===== src/rtl/cam_sync_capture.sv =====
module cam_sync_capture #(
  parameter int PIX_W = 12
) (
  input  logic             clk,
  input  logic             rst_n,
  input  logic             pclk_in,
  input  logic             vsync_in,
  input  logic             hsync_in,
  input  logic [PIX_W-1:0] pix_in,
  input  logic             cfg_en,
  input  logic             cfg_frame_gate,
  input  logic             cfg_one_shot,
  input  logic             cfg_edge_start,
  input  logic             cfg_vs_inv,
  input  logic             cfg_hs_inv,
  input  logic             cfg_pclk_inv,
  input  logic [1:0]       cfg_width,
  input  logic             cfg_swap,
  input  logic             fsm_clear,
  output logic             word_valid,
  output logic [31:0]      word_data,
  output logic             ev_frame_start,
  output logic             ev_frame_end,
  output logic             ev_line_start,
  output logic             ev_line_end,
  output logic             busy
);
  typedef enum logic [1:0] {S_IDLE, S_ARM, S_FRAME, S_DONE} st_t;

  st_t              st;
  logic [2:0]       pclk_sr;
  logic [1:0]       vs_sr, hs_sr;
  logic [PIX_W-1:0] pix_m, pix_s;
  logic             vs_prev, in_line, os_q;
  logic [1:0]       cnt;
  logic [31:0]      acc;
  logic [15:0]      lane_val;

  wire smp      = cfg_pclk_inv ? (pclk_sr[2] & ~pclk_sr[1]) : (~pclk_sr[2] & pclk_sr[1]);
  wire vs_act   = vs_sr[1] ^ cfg_vs_inv;
  wire hs_act   = hs_sr[1] ^ cfg_hs_inv;
  wire kill     = !cfg_en && !cfg_frame_gate;
  wire clr      = fsm_clear && !cfg_en;
  wire live     = !kill && !clr;
  wire in_frame = (st == S_FRAME) && smp && live;
  wire vs_go    = cfg_edge_start ? (vs_act && !vs_prev) : vs_act;
  wire fs       = (st == S_ARM) && smp && live && cfg_en && vs_go;
  wire px       = in_frame && vs_act && hs_act;
  wire le       = in_frame && in_line && !(vs_act && hs_act);
  wire fe       = in_frame && !vs_act;

  wire       narrow = (cfg_width == 2'd0);
  wire [1:0] last   = narrow ? 2'd3 : 2'd1;
  wire [1:0] slot   = cfg_swap ? (last - cnt) : cnt;

  always_comb begin
    case (cfg_width)
      2'd0:    lane_val = {8'b0, pix_s[7:0]};
      2'd1:    lane_val = {6'b0, pix_s[9:0]};
      default: lane_val = 16'(pix_s);
    endcase
  end

  wire [31:0] lane_sh = narrow ? ({24'b0, lane_val[7:0]} << {slot, 3'b000})
                               : ({16'b0, lane_val} << {slot[0], 4'b0000});
  wire [31:0] acc_nx  = acc | lane_sh;

  assign busy = (st == S_ARM) || (st == S_FRAME);

  always_ff @(posedge clk or negedge rst_n) begin
    if (!rst_n) begin
      pclk_sr <= '0; vs_sr <= '0; hs_sr <= '0; pix_m <= '0; pix_s <= '0;
      st <= S_IDLE; vs_prev <= 1'b0; in_line <= 1'b0; os_q <= 1'b0;
      cnt <= '0; acc <= '0; word_valid <= 1'b0; word_data <= '0;
      ev_frame_start <= 1'b0; ev_frame_end <= 1'b0;
      ev_line_start <= 1'b0; ev_line_end <= 1'b0;
    end else begin
      pclk_sr <= {pclk_sr[1:0], pclk_in};
      vs_sr   <= {vs_sr[0], vsync_in};
      hs_sr   <= {hs_sr[0], hsync_in};
      pix_m   <= pix_in;
      pix_s   <= pix_m;
      if (smp) vs_prev <= vs_act;

      ev_frame_start <= fs;
      ev_frame_end   <= fe;
      ev_line_start  <= px && !in_line;
      ev_line_end    <= le;
      word_valid     <= 1'b0;

      if (px) begin
        in_line <= 1'b1;
        if (cnt == last) begin
          word_data  <= acc_nx;
          word_valid <= 1'b1;
          acc <= '0;
          cnt <= '0;
        end else begin
          acc <= acc_nx;
          cnt <= cnt + 2'd1;
        end
      end else if (le) begin
        in_line <= 1'b0;
        if (cnt != 2'd0) begin
          word_data  <= acc;
          word_valid <= 1'b1;
        end
        acc <= '0;
        cnt <= '0;
      end

      if (clr) begin
        st <= S_IDLE; in_line <= 1'b0; cnt <= '0; acc <= '0; os_q <= 1'b0;
      end else begin
        case (st)
          S_IDLE: if (cfg_en) begin st <= S_ARM; os_q <= cfg_one_shot; end
          S_ARM: begin
            if (!cfg_en)  st <= S_IDLE;
            else if (fs)  st <= S_FRAME;
          end
          S_FRAME: begin
            if (kill) begin
              st <= S_IDLE; in_line <= 1'b0; cnt <= '0; acc <= '0;
            end else if (fe) begin
              if (!cfg_en)   st <= S_IDLE;
              else if (os_q) st <= S_DONE;
              else           st <= S_ARM;
            end
          end
          default: if (!cfg_en) st <= S_IDLE;
        endcase
      end
    end
  end

  AST_KILL_SILENT: assert property (@(posedge clk) disable iff (!rst_n)
    $past(!cfg_en && !cfg_frame_gate) |-> !word_valid && !ev_frame_start && !ev_line_start);
  AST_FS_FE_EXCL: assert property (@(posedge clk) disable iff (!rst_n)
    !(ev_frame_start && ev_frame_end));
  AST_LS_LE_EXCL: assert property (@(posedge clk) disable iff (!rst_n)
    !(ev_line_start && ev_line_end));
  AST_WORD_NEEDS_BUSY: assert property (@(posedge clk) disable iff (!rst_n)
    word_valid |-> $past(busy));
  AST_ONE_SHOT_STOP: assert property (@(posedge clk) disable iff (!rst_n)
    (ev_frame_end && os_q) |-> !busy);
  AST_START_IN_FRAME: assert property (@(posedge clk) disable iff (!rst_n)
    ev_frame_start |-> busy);
endmodule


===== config.mk =====
export PLATFORM = sky130hd
export DESIGN_NAME = cam_sync_capture
export DESIGN_NICKNAME = d
export VERILOG_FILES = /design/src/rtl/cam_sync_capture.sv
export SDC_FILE = /design/constraint.sdc
export NUM_CORES = 1
export LEC_CHECK = 0
export ABC_AREA = 1
export BUFFER_PORTS_ARGS = -buffer_cell sky130_fd_sc_hd__buf_2
export CAP_MARGIN = 20
export CORE_ASPECT_RATIO = 1.2
export CORE_MARGIN = 5
export CORE_UTILIZATION = 35
export DETAILED_ROUTE_END_ITERATION = 10
export SLEW_MARGIN = 20
export SYNTH_ARGS = -nofsm -noshare
export SYNTH_HDL_FRONTEND = slang
export SYNTH_SLANG_ARGS = --single-unit

===== constraint.sdc =====
create_clock -name clk -period 2.4 [get_ports clk]
set_input_delay 0.24 -clock clk [delete_from_list [all_inputs] [get_ports clk]]
set_output_delay 0.24 -clock clk [all_outputs]
set_load 0.1 [all_outputs]

==> results.ini, run 1 <==
[floorplan]
core-area_sq_um = 14230
io_pins = 66
initial_utilization_pct = 35.33
row_count = 48
die_h_um = 141.3
dieArea_sq_um = 16870
die_x_um = 119.4

[finish]
drive_above_1_share_pct = 17.89
mostFrequentLayoutCells = 183 x nand2_1, 107 x dfrtp_1, 83 x nand3_1
final_nets = 710
n_antenna_cell = 0
final_common_cell = nand2_1
stdcell_count = 857
areaGrowthSynthToFinish_pct = 20.01
fill_cells = 1392

[sta]
fin_skew_ns = 0.01021
fmax_mhz = 486.6
fin_crit_ns = 2.055
relSlewSlack_pct = 56.39
fin_ws_ns = 0.3447
setup_violations = 0
rsz0062_at_grt = false
drv_slew = 0
fin_setup_tns_ns = 0
finalHoldViolCount = 0
period_share_pct = 85.64
tightest_slew_ns = 0.6541

[global_route]
grt_max_degree = 108
grt_pass1_vias = 4116
antenna_found_initial = 0
grtUsageTotal_pct = 15.87
grt_first_pass_wirelength_um = 21460
overflow = 0

[logic_synthesis]
syn_nets = 629
ys_ff_latch = 107
synth_cells = 596
avgSynthCellArea_sq_um = 8.437
yosysWarningCount = 0
synth_cell_types = 33
netlist_area_sq_um = 5029
ys_seq_area_share_pct = 53.25

[clocking]
cts_root_buf = clkbuf_16
path_clk_slew_ns = 0.08
numClockSinks = 107
cts.hold.buffers_added = 16
cts_tree = built
numCtsBuffers = 9
cts_buffer_depth = 2
htree_num_levels = 3
ctsResizeCount = 0
post_cts_buffers = 0
clock_latency_ns = 0.35

[pwr]
power_mw = 4.036
power_frac_comb_pct = 16.4
p_leak_nw = 3.225
sw_frac_of_total_pct = 29.91
vdd_drop_max_mv = 0.3332
pwr-share-clk_pct = 36.4
internal_power_mw = 2.828
pwr-share-seq_pct = 47.3
p_switching_mw = 1.207
p_per_area_nw_per_um2 = 668.7

[place]
dpl.hpwl_um = 8767
portBuffers = 65
dp_slack_ns = 0.3587
dp_cells = 825
gp_congestion = 0.8956

[detailed_routing]
firstDrtPassIters = 5
ant_nets = 0
via_count = 4139
wirelength_um = 12840
wire_per_inst_um = 14.99
routed_via_density = 4.830
drc_errors = 0
drtIter0Drc = 261

[setup_path]
end_kind = flop
required_ns = 2.69
worstPathArrival_ns = 2.35
worstSetupPathType = flop to flop
crit_path_max_fanout = 45
start_kind = flop

[status]
outcome = complete, no violations

[min_path]
min_path_type = input port to flop

[job]
cap_violations = 0

[synthesized netlist by cell type]
library cell,instances,share of area (%)
dfrtp_1,107,53
xor2_1,1,0.17
ha_1,5,1.2
nor2_8,1,0.40
nor2_1,43,3.2
buf_6,3,0.67
nor2_4,1,0.22
clkbuf_1,10,0.75
buf_2,8,0.80
inv_1,40,3.0
nand2_4,1,0.22
nand3_2,3,0.60
inv_2,4,0.30
nand3b_4,1,0.40
nand2_2,6,0.75
nor2_2,1,0.12
buf_4,7,1.0
mux2_2,1,0.22
nand4_4,1,0.42
o21ai_1,5,0.50
nand4_1,10,1.2
clkinv_1,1,0.075
a21oi_1,36,3.6
nand3_4,2,0.70
nand3_1,83,8.3
o21ai_0,12,1.2
nand2_1,183,14
nand3b_1,2,0.30
o21bai_1,8,1.2
xor2_2,1,0.32
o21ai_2,1,0.17
a31oi_1,7,0.87
a21o_1,1,0.15
[stage by stage]
| stage | util [%] | instance area, sq um | hold slack (ns) |
|---|---|---|---|
| after floorplan | - | 5029 | -0.05559 |
| after global placement | 39.18 | 5577 | 0.3330 |
| after detailed placement | 39.18 | 5577 | 0.3347 |
| after CTS | 42.40 | 6035 | 0.1185 |
| after global routing | 42.40 | 6035 | 0.1570 |
| final | 42.40 | 6035 | 0.1306 |
[critical path, cell delays in order, from the launching register on]
cell,delay (ns)
dfrtp_1,0.41
inv_1,0.09
ha_1,0.21
inv_1,0.05
nor2_1,0.13
nand2_2,0.11
nor2_8,0.23
nand2_4,0.10
buf_4,0.28
o21bai_1,0.24
nand2_1,0.07
nand2_1,0.05
[flip-flops by register name, summed over array words and instances, names as in the netlist]
| register | cells |
|---|---|
| vs_prev | 1 |
| word_data | 32 |
| ev_line_end | 1 |
| acc | 32 |
| os_q | 1 |
| pclk_sr | 3 |
| ev_frame_start | 1 |
| pix_s | 12 |
| hs_sr | 2 |
| vs_sr | 2 |
| st | 2 |
| cnt | 2 |
| in_line | 1 |
| pix_m | 12 |
| ev_line_start | 1 |
| ev_frame_end | 1 |
| word_valid | 1 |
[path summary, 6_finish.rpt]
path | startpoint | endpoint | slack, ns | depth (start not counted)
max | st[0] | word_data[29] | 0.34 | 11
min | cfg_one_shot | os_q | 0.13 | 3
max reg2reg | st[0] | word_data[29] | 0.34 | 11
min reg2reg | pix_m[0] | pix_s[0] | 0.35 | 0
max in group asynchronous | rst_n | ev_frame_end | 1.40 | 3
min in group asynchronous | rst_n | os_q | 0.44 | 3
[cell type report]
cell class / count / area, sq um / share of cell area [%]
Sequential cell: 107 / 2678 / 44.37
Multi-Input combinational cell: 416 / 2018 / 33.44
Timing Repair Buffer: 98 / 653.1 / 10.82
Clock buffer: 11 / 252.7 / 4.188
Tap cell: 175 / 219.0 / 3.628
Inverter: 45 / 168.9 / 2.799
Clock inverter: 5 / 45.04 / 0.7464
[metal layers]
metal / GRT usage [%] / part of all wire, % / up-vias
li1: - / - / 2094
met3: 1.914 / 3.6 / 11
met1: 20.69 / 45 / 1940
met5: 0 / 0 / -
met2: 26.97 / 50 / 94
met4: 6.393 / 1.6 / 0
[power groups by stage]
| stage | Sequential, mW | Clock, mW | Combinational [mW] |
|---|---|---|---|
| 5_1_grt | 1.91 | 1.60 | 0.734 |
| 6_report | 1.91 | 1.47 | 0.660 |
| 3_3_place_gp | 1.94 | 0 | 0.631 |
| 2_1_floorplan | 1.95 | 0 | 0.445 |
| 4_1_cts | 1.91 | 1.52 | 0.667 |
| 3_5_place_dp | 1.94 | 0 | 0.645 |
[cells by family (layout without fill, tap and decap cells)]
logic type | count (synthesis) | in the layout | share of synthesized area, %
and+or+nand+nor | 338 | 338 | 30.51
DFF | 107 | 107 | 53.25
buffers and inverters | 73 | 159 | 6.618
AOI/OAI and AO/OA | 70 | 70 | 7.664
adders and majority gates | 5 | 5 | 1.244
xor gates and xnor gates | 2 | 2 | 0.4978
muxes | 1 | 1 | 0.2239
Note: power is estimated with default switching activity, not from simulation.
==> run 2: changes to the inputs <==
- CORE_UTILIZATION: 35 -> 50
- PLACE_DENSITY: default -> 0.71
==> results.ini, run 2 (same netlist as run 1, synthesis figures left out) <==
[setup_path]
crit_path_max_fanout = 13  ; -71%
start_kind = flop
max_stage_delay_ns = 0.42  ; about the same
r2r_cells = 13  ; +2
worstSetupPathType = flop to flop
path_cells = inv_1 > ha_1 > inv_1 > nor2_1 > nand2_2 > nor2_8 > nand2_4 > inv_2 > buf_4 > nand2_1 > nand2_1 > nand2_1 > nand2_1
cp_top_family = simple AND/OR/NAND/NOR gates
end_kind = flop
cp_slowest_cell = dfrtp_1
cp_common_cell = nand2_1
worst-path-stages = 13  ; +2
critPathBufInv = 4  ; +1
worstPathArrival_ns = 2.36  ; about the same
required_ns = 2.69  ; about the same

[clocking]
numCtsBuffers = 9  ; unchanged
htree_num_levels = 3  ; unchanged
cts_root_buf = clkbuf_16
path_clk_slew_ns = 0.07  ; about the same
post_cts_buffers = 0  ; unchanged
numClockSinks = 107  ; unchanged
cts_tree = built
cts_buffer_depth = 2  ; unchanged
cts.hold.buffers_added = 16  ; unchanged
ctsResizeCount = 0  ; unchanged
clock_latency_ns = 0.35  ; about the same

[detailed_routing]
wirelength_um = 11770  ; -8.3%
wire_per_inst_um = 14.62  ; -2.4%
ant_nets = 0  ; unchanged
drtIter0Drc = 379  ; +45%
routed_via_density = 5.349  ; +11%
via_count = 4306  ; +4.0%
firstDrtPassIters = 5  ; unchanged
drc_errors = 0  ; unchanged

[pwr]
power_mw = 3.911  ; -3.1%
p_leak_nw = 3.196  ; -0.88%
p_per_area_nw_per_um2 = 661.1  ; -1.1%
vdd_drop_max_mv = 0.6084  ; +83%

[global_route]
overflow = 0  ; unchanged
antenna_found_initial = 0  ; unchanged
grt_first_pass_wirelength_um = 20110  ; -6.3%
grtUsageTotal_pct = 20.74  ; +4.9 points
grt_pass1_vias = 4215  ; +2.4%
grt_max_degree = 60  ; -44%

[sta]
relSlewSlack_pct = 51.24  ; -5.1 points
fin_setup_tns_ns = 0  ; unchanged
period_share_pct = 86.54  ; +0.90 points
fin_crit_ns = 2.077  ; +0.02160 ns
rsz0062_at_grt = false
fin_ws_ns = 0.3231  ; -0.02160 ns
setup_violations = 0  ; unchanged
fin_skew_ns = 0.006195  ; -0.004017 ns
fmax_mhz = 481.5  ; -1.0%
tightest_slew_ns = 0.7314  ; +0.07724 ns
finalHoldViolCount = 0  ; unchanged
drv_slew = 0  ; unchanged

[floorplan]
dieArea_sq_um = 12170  ; -28%
io_pins = 66  ; unchanged
core-area_sq_um = 9910  ; -30%
die_h_um = 119.9  ; -15%
die_x_um = 101.5  ; -15%
row_count = 40  ; -17%
initial_utilization_pct = 50.74  ; +15 points

[finish]
mostFrequentLayoutCells = 183 x nand2_1, 107 x dfrtp_1, 83 x nand3_1
reg.largest.list = acc: 32 flops, word_data: 32 flops
stdcell_count = 805  ; -6.1%
final_core_util_pct = 59.70  ; +17 points
final_common_cell = nand2_1
drive_above_1_share_pct = 17.53  ; -0.36 points
final_nets = 708  ; -0.28%
areaGrowthSynthToFinish_pct = 17.64
n_antenna_cell = 0  ; unchanged

[place]
gp_congestion = 0.9218  ; +2.9%
dp_slack_ns = 0.3510  ; -0.007668 ns
dpl.hpwl_um = 8160  ; -6.9%
portBuffers = 65  ; unchanged
dp_cells = 774  ; -6.2%

[min_path]
holdPathStages = 3  ; unchanged
min_path_type = input port to flop

[status]
outcome = complete, no violations

[job]
cap_violations = 0  ; unchanged

[run 2: changes by cell type in the layout (fill, tap and decap cells not counted)]
cell / delta
buf_4: -1
inv_8: -1
clkbuf_8: -2
clkinv_2: +2
buf_12: -1
clkinvlp_4: +1
clkinv_4: -1
[run 2: path summary, 6_finish.rpt]
check / start / end / slack (ns)
min in group asynchronous: rst_n / acc[12] / 0.51
hold / removal: cfg_one_shot / os_q / 0.13
hold reg to reg: pix_m[7] / pix_s[7] / 0.35
max in group asynchronous: rst_n / acc[14] / 1.24
setup / recovery: st[0] / word_data[18] / 0.32
setup reg to reg: st[0] / word_data[18] / 0.32
[run 2: metal layers]
layer,global-route usage (%),up-vias,part of all wire [%]
met3,3.721,20,6.6
met5,0,-,0
li1,-,2094,-
met2,33.22,142,49
met1,27.92,2050,42
met4,7.897,0,2.3
[run 2: final cells by class]
class,count,area [sq um]
timing repair buffer,96,625.6
tap,126,157.7
multi-input combinational,416,2018
fill,869,3994
clock inverter,6,42.54
sequential,107,2678
clock buffer,9,225.2
inverter,45,168.9
[run 2: worst min-delay path: cells and delay by family]
kind	cells	cell delay, ns
and+or+nand+nor	2	0.13
buffers and inverters	1	0.08
[run 2: stage by stage]
| stage | cell area, sq um | hold slack [ns] |
|---|---|---|
| after floorplan | 5029 | -0.05559 |
| after global placement | 5488 | 0.3325 |
| after detailed placement | 5488 | 0.3363 |
| after CTS | 5916 | 0.1263 |
| after global routing | 5916 | 0.1567 |
| final | 5916 | 0.1345 |
[run 2: power breakdown]
group / total [mW] / internal [mW] / switching (mW)
Combinational: 0.653 / 0.182 / 0.470
Clock: 1.35 / 0.699 / 0.650
Sequential: 1.91 / 1.87 / 0.0433
Total: 3.91 / 2.75 / 1.16
